<file path="src/rtl/cre_pkg.sv">
package cre_pkg;
  typedef enum logic [1:0] {
    OP_CLEAN_INV    = 2'd0,
    OP_INV_ONLY     = 2'd1,
    OP_CLEAN_SHARED = 2'd2,
    OP_RESERVED     = 2'd3
  } cmo_op_e;

  localparam int OFS_W = 5;
  localparam logic [OFS_W-1:0] OFS_START = 5'h00;
  localparam logic [OFS_W-1:0] OFS_END   = 5'h08;
  localparam logic [OFS_W-1:0] OFS_CTL   = 5'h10;
endpackage

</file>
<file path="src/rtl/cre_regfile.sv">
module cre_regfile
  import cre_pkg::*;
#(
  parameter int DATA_W = 64,
  parameter int ADDR_W = 40
) (
  input  logic              clk,
  input  logic              rst,
  input  logic              wr,
  input  logic              rd,
  input  logic [OFS_W-1:0]  ofs,
  input  logic [DATA_W-1:0] wdata,
  input  logic              busy,
  output logic [ADDR_W-1:0] start_q,
  output logic [ADDR_W-1:0] end_q,
  output logic [1:0]        mode_q,
  output logic              launch,
  output logic [1:0]        launch_mode,
  output logic [DATA_W-1:0] rdata
);
  localparam int PAD_W = DATA_W - ADDR_W;
  localparam int CTL_PAD_W = DATA_W - 3;

  logic wr_ok;
  logic unused_wdata;

  assign wr_ok        = wr && !busy;
  assign launch       = wr_ok && (ofs == OFS_CTL);
  assign launch_mode  = wdata[2:1];
  assign unused_wdata = ^{wdata[DATA_W-1:ADDR_W], wdata[0]};

  always_ff @(posedge clk) begin
    if (rst) begin
      start_q <= '0;
      end_q   <= '0;
      mode_q  <= 2'd0;
    end else if (wr_ok) begin
      case (ofs)
        OFS_START: start_q <= wdata[ADDR_W-1:0];
        OFS_END:   end_q   <= wdata[ADDR_W-1:0];
        OFS_CTL:   mode_q  <= wdata[2:1];
        default:   ;
      endcase
    end
  end

  always_ff @(posedge clk) begin
    if (rst) begin
      rdata <= '0;
    end else if (rd) begin
      case (ofs)
        OFS_START: rdata <= {{PAD_W{1'b0}}, start_q};
        OFS_END:   rdata <= {{PAD_W{1'b0}}, end_q};
        OFS_CTL:   rdata <= {{CTL_PAD_W{1'b0}}, mode_q, busy};
        default:   rdata <= '0;
      endcase
    end
  end

  AST_FROZEN_WHILE_BUSY: assert property (@(posedge clk) disable iff (rst)
    busy |=> ($stable(start_q) && $stable(end_q) && $stable(mode_q))) else $error("frozen");
  AST_RDATA_UPPER_ZERO: assert property (@(posedge clk) disable iff (rst)
    rd && (ofs != OFS_CTL) |=> rdata[DATA_W-1:ADDR_W] == '0) else $error("upper");
endmodule

</file>
<file path="src/rtl/cre_line_align.sv">
module cre_line_align #(
  parameter int ADDR_W     = 40,
  parameter int LINE_BYTES = 64
) (
  input  logic [ADDR_W-1:0] start_addr,
  input  logic [ADDR_W-1:0] end_addr,
  input  logic [1:0]        mode,
  output logic [ADDR_W-1:0] first_line,
  output logic              has_work
);
  localparam logic [ADDR_W-1:0] LINE_MASK = ADDR_W'(LINE_BYTES - 1);

  assign first_line = start_addr & ~LINE_MASK;
  assign has_work   = (mode != 2'd3) && (first_line < end_addr);
endmodule

</file>
<file path="src/rtl/cre_walker.sv">
module cre_walker #(
  parameter int ADDR_W     = 40,
  parameter int LINE_BYTES = 64
) (
  input  logic              clk,
  input  logic              rst,
  input  logic              launch,
  input  logic [1:0]        launch_mode,
  input  logic [ADDR_W-1:0] first_line,
  input  logic              has_work,
  input  logic [ADDR_W-1:0] end_addr,
  input  logic              req_ready,
  output logic              busy,
  output logic              req_valid,
  output logic [ADDR_W-1:0] req_addr,
  output logic [1:0]        req_op
);
  localparam int LINE_SH = $clog2(LINE_BYTES);

  logic [ADDR_W:0] next_line;
  logic            last_line;

  assign next_line = {1'b0, req_addr} + (ADDR_W+1)'(LINE_BYTES);
  assign last_line = next_line >= {1'b0, end_addr};
  assign req_valid = busy;

  always_ff @(posedge clk) begin
    if (rst) begin
      busy     <= 1'b0;
      req_addr <= '0;
      req_op   <= 2'd0;
    end else if (launch && has_work) begin
      busy     <= 1'b1;
      req_addr <= first_line;
      req_op   <= launch_mode;
    end else if (busy && req_ready) begin
      if (last_line) busy <= 1'b0;
      else           req_addr <= next_line[ADDR_W-1:0];
    end
  end

  AST_HOLD_ON_STALL: assert property (@(posedge clk) disable iff (rst)
    req_valid && !req_ready |=> req_valid && $stable(req_addr) && $stable(req_op)) else $error("hold");
  AST_LINE_ALIGNED: assert property (@(posedge clk) disable iff (rst)
    req_valid |-> req_addr[LINE_SH-1:0] == '0) else $error("align");
  AST_BELOW_END: assert property (@(posedge clk) disable iff (rst)
    req_valid |-> req_addr < end_addr) else $error("end");
  AST_LINE_STEP: assert property (@(posedge clk) disable iff (rst)
    req_valid && req_ready |=> !req_valid || (req_addr == ADDR_W'($past(req_addr) + ADDR_W'(LINE_BYTES)))) else $error("step");
  AST_RESERVED_SILENT: assert property (@(posedge clk) disable iff (rst)
    launch && (launch_mode == 2'd3) |=> !req_valid) else $error("rsvd");
endmodule

</file>
<file path="src/rtl/cmo_range_engine.sv">
module cmo_range_engine
  import cre_pkg::*;
#(
  parameter int DATA_W     = 64,
  parameter int ADDR_W     = 40,
  parameter int LINE_BYTES = 64
) (
  input  logic              clk,
  input  logic              rst,
  input  logic              reg_wr,
  input  logic              reg_rd,
  input  logic [OFS_W-1:0]  reg_ofs,
  input  logic [DATA_W-1:0] reg_wdata,
  output logic [DATA_W-1:0] reg_rdata,
  output logic              req_valid,
  input  logic              req_ready,
  output logic [ADDR_W-1:0] req_addr,
  output logic [1:0]        req_op
);
  logic [ADDR_W-1:0] start_q, end_q, first_line;
  logic [1:0]        mode_q, launch_mode;
  logic              launch, busy, has_work;

  cre_regfile #(.DATA_W(DATA_W), .ADDR_W(ADDR_W)) u_regs (
    .clk(clk), .rst(rst), .wr(reg_wr), .rd(reg_rd), .ofs(reg_ofs),
    .wdata(reg_wdata), .busy(busy), .start_q(start_q), .end_q(end_q),
    .mode_q(mode_q), .launch(launch), .launch_mode(launch_mode),
    .rdata(reg_rdata)
  );

  cre_line_align #(.ADDR_W(ADDR_W), .LINE_BYTES(LINE_BYTES)) u_align (
    .start_addr(start_q), .end_addr(end_q), .mode(launch_mode),
    .first_line(first_line), .has_work(has_work)
  );

  cre_walker #(.ADDR_W(ADDR_W), .LINE_BYTES(LINE_BYTES)) u_walk (
    .clk(clk), .rst(rst), .launch(launch), .launch_mode(launch_mode),
    .first_line(first_line), .has_work(has_work), .end_addr(end_q),
    .req_ready(req_ready), .busy(busy), .req_valid(req_valid),
    .req_addr(req_addr), .req_op(req_op)
  );

  AST_IDLE_AFTER_RESET: assert property (@(posedge clk)
    rst |=> !req_valid) else $error("reset");
  AST_OP_MATCHES_MODE: assert property (@(posedge clk) disable iff (rst)
    req_valid |-> req_op == mode_q) else $error("op");
endmodule

</file>
<file path="config.mk">
export PLATFORM = sky130hd
export DESIGN_NAME = cmo_range_engine
export DESIGN_NICKNAME = d
export VERILOG_FILES = /design/src/rtl/cre_pkg.sv /design/src/rtl/cre_regfile.sv /design/src/rtl/cre_line_align.sv /design/src/rtl/cre_walker.sv /design/src/rtl/cmo_range_engine.sv
export SDC_FILE = /design/constraint.sdc
export NUM_CORES = 1
export LEC_CHECK = 0
export CAP_MARGIN = 20
export CELL_PAD_IN_SITES_DETAIL_PLACEMENT = 1
export CELL_PAD_IN_SITES_GLOBAL_PLACEMENT = 1
export CORE_UTILIZATION = 35
export CTS_CLUSTER_SIZE = 40
export DETAILED_ROUTE_END_ITERATION = 8
export DONT_BUFFER_PORTS = 1
export HOLD_SLACK_MARGIN = 0.02
export PLACE_DENSITY = 0.66
export SYNTH_ARGS = -nofsm -noshare
export SYNTH_HDL_FRONTEND = slang
export SYNTH_SLANG_ARGS = --single-unit
export TNS_END_PERCENT = 5
</file>
<file path="constraint.sdc">
create_clock -name clk -period 11.15 [get_ports clk]
set_input_delay 1.115 -clock clk [delete_from_list [all_inputs] [get_ports clk]]
set_output_delay 1.115 -clock clk [all_outputs]
set_load 0.005 [all_outputs]
</file>
==> metrics.yaml <==
layout:
  multi_input_area_um2: 5060
  area_growth_pct: 8.15
  fin_nets: 1228
  antenna_cells: 0
  drive_gt1_share_pct: 6.28
  nFillCells: 2944
  regArea_um2: 3180
synthesis:
  synth_cell_types: 62
  syn_inst: 1119
  ys_warn_count: 0
  synth_edf_count: 0
  synth_xor_area_share_pct: 3.09
  synth-async-reset-ratio_pct: 0
  synth_compound_area_share_pct: 20.3
  synth_area_per_cell_um2: 7.86
  synth_top_family_by_area: "simple AND/OR/NAND/NOR gates"
  synth_simple_gate_area_share_pct: 20.6
  yosysSeqAreaShare_pct: 36.2
  synth-main-ff-cell: "dfxtp_1"
  synth_fa_ha_area_share_pct: 9.82
  syn_area_um2: 8790
  synth-seq-cells: 159
  muxShareOfSynthArea_pct: 2.09
timing:
  setup_tns_ns: 0
  hold_violations: 0
  tightest_slew_ns: 1.13
  slew_violations: 0
  period_needed_ns: 5.19
  final.period_utilization_pct: 46.5
  rsz0062_at_grt: "no"
  maxSlewHeadroom_pct: 24.6
  setup_viol: 0
  fmax_mhz: 193
  finClkSkew_ns: 0.0127
clock_tree:
  path_clk_slew_ns: 0.07
  cts_setup_buffers: 0
  cts_root_buffer: "clkbuf_16"
  cts_tree: "done"
  cts_sinks: 159
  ctsHoldBuffers: 0
  htreeDepth: 4
  clk_path_buf_depth: 2
  post_cts_resized: 0
  clk_latency_ns: 0.44
  cts_buffers: 17
min_path:
  hp-class: "register to register"
  hp-start: "u_regs.start_q[1]$_SDFFE_PP0P_"
floorplan:
  core_um2: 24500
  io_pins: 181
  fp-row-count: 57
  die_h_um: 160
  start_util_pct: 35.9
  fp.dieW_um: 160
  dieArea_um2: 25800
power:
  peakVddDrop_v: 0.0000661
  p_per_area_nw_per_um2: 126
  leakage_nw: 3.34
  fin_total_pwr_w: 0.00120
setup_path:
  setup.worst_path.end_class: "register"
  critPathKind: "register to register"
  reg2reg_from: "u_walk.req_addr[6]$_SDFFE_PP0P_"
  cp_data_arrival_time_ns: 5.50
  crit_path_start: "u_walk.req_addr[6]$_SDFFE_PP0P_"
  crit_required_ns: 11.46
  start_kind: "register"
  path_max_fanout: 19
detailed_routing:
  wl_mm: 28.0
  routed-via-count: 7727
  postRouteAntennaNets: 0
  vias_per_cell: 5.43
  routedWlPerCell_um: 19.7
  drtIter0Drc: 428
  route.detailed.drc: 0
  dr.pass1.iters: 4
grt:
  grt_pass1_wl_mm: 44.7
  grt_antenna_before_repair: 0
  track_usage_pct: 22.2
  grt-busiest-layer: "met2"
  groute.layer.met3.usage_pct: 4.93
  grt_max_degree: 164
  grt_pass1_vias: 7963
  grt_util_met2_pct: 37.4
  gr-usage-met1_pct: 28.2
  grt_overflow: 0
run:
  cap_violations: 0
placement:
  gp_congestion: 0.805
  io_buffers: 0
  post-dp-hpwl_mm: 19.3
run_status:
  status: "completed"
worst max-delay path, cell delays in order, from the launching register on:
cell	delay, ns
dfxtp_1	0.50
ha_1	0.34
nand2_1	0.13
nor2_1	0.50
and3_1	0.38
nand4_1	0.14
xnor2_1	0.18
ha_1	0.33
and4_1	0.24
nor4bb_1	0.46
nand3_1	0.13
a21oi_1	0.26
or3_1	0.71
buf_4	0.44
mux2i_1	0.23
o22ai_1	0.10
where the power goes:
group / internal (W) / switching, W
combinational: 0.0000121 / 0.0000274
sequential: 0.000570 / 0.00000293
clock: 0.000305 / 0.000284
metal layers:
metal,share of wire (%),wire length [um]
met1,45,12600
met2,48,13400
met3,5.3,1480
met4,1.5,433
met5,0,0
sequential cells by signal, indices dropped and copies added, names as in the netlist:
signal	count
u_regs.rdata	40
u_walk.req_addr	34
u_walk.busy	1
u_regs.start_q	40
u_walk.req_op	2
u_regs.mode_q	2
u_regs.end_q	40
cells in the mapped netlist (6+ instances only):
cell / n / area share (%)
a22oi_1: 61 / 5.2
clkbuf_1: 49 / 2.1
inv_1: 44 / 1.9
a21oi_1: 163 / 9.3
and4_1: 7 / 0.70
xnor2_1: 26 / 2.6
nand3_1: 35 / 2.0
mux2i_1: 15 / 1.7
o22ai_1: 9 / 0.64
buf_4: 32 / 2.7
buf_2: 6 / 0.34
o21ai_0: 12 / 0.68
dfxtp_1: 159 / 36
nand2_1: 202 / 8.6
nor2_1: 110 / 4.7
nand4_1: 15 / 1.1
a21o_1: 6 / 0.51
ha_1: 69 / 9.8
nor3_1: 12 / 0.68
per-stage QoR:
stage | setup slack, ns | util (%) | instance area, um2 | std cells | hold slack [ns]
5_1_grt | 5.60 | 38.9 | 9510 | 1422 | 0.471
2_1_floorplan | 7.62 | - | 8900 | 1148 | 0.434
3_3_place_gp | 5.98 | 36.3 | 8890 | 1387 | 0.438
6_report | 5.96 | 38.9 | 9510 | 1422 | 0.454
4_1_cts | 5.95 | 38.7 | 9480 | 1420 | 0.452
3_5_place_dp | 5.99 | 36.4 | 8900 | 1388 | 0.441
final timing paths:
path,to,slack [ns],cells past startpoint
max,u_walk.req_addr[9]$_SDFFE_PP0P_,5.96,15
min reg2reg,u_regs.start_q[1]$_SDFFE_PP0P_,0.45,2
max reg2reg,u_walk.req_addr[9]$_SDFFE_PP0P_,5.96,15
min,u_regs.start_q[1]$_SDFFE_PP0P_,0.45,2
cell type report:
type / count / area share [%]
Inverter: 45 / 1.78
Timing Repair Buffer: 13 / 1.22
Clock buffer: 18 / 4.62
Clock inverter: 14 / 1.47
Sequential cell: 159 / 33.5
Multi-Input combinational cell: 849 / 53.2
Tap cell: 324 / 4.26
cells in the final DEF, fill, tap and decap left out, types with 3 or more instances in the layout:
cell	n
nand2_1	200
a21oi_1	163
dfxtp_1	159
nor2_1	110
ha_1	69
a22oi_1	61
inv_1	44
nand3_1	35
conb_1	30
xnor2_1	26
clkbuf_16	17
nand4_1	15
mux2i_1	15
o21ai_0	12
nor3_1	11
buf_4	10
o22ai_1	9
and4_1	7
a21o_1	6
and3_1	5
and2_1	5
xor2_1	5
a221oi_1	5
a32oi_1	5
o2bb2ai_1	5
inv_6	5
inv_8	5
nor4_4	3
nor3_2	3
or2_2	3
o21a_1	3
mux2_2	3
cells by family after synthesis:
| logic type | count (synthesis) |
|---|---|
| AOI/OAI and AO/OA | 289 |
| xor gates and xnor gates | 31 |
| adders and majority gates | 69 |
| muxes | 18 |
| and+or+nand+nor | 412 |
| DFF | 159 |
| other | 1 |
| buffers and inverters | 140 |
Note: power is estimated with default switching activity, not from simulation.
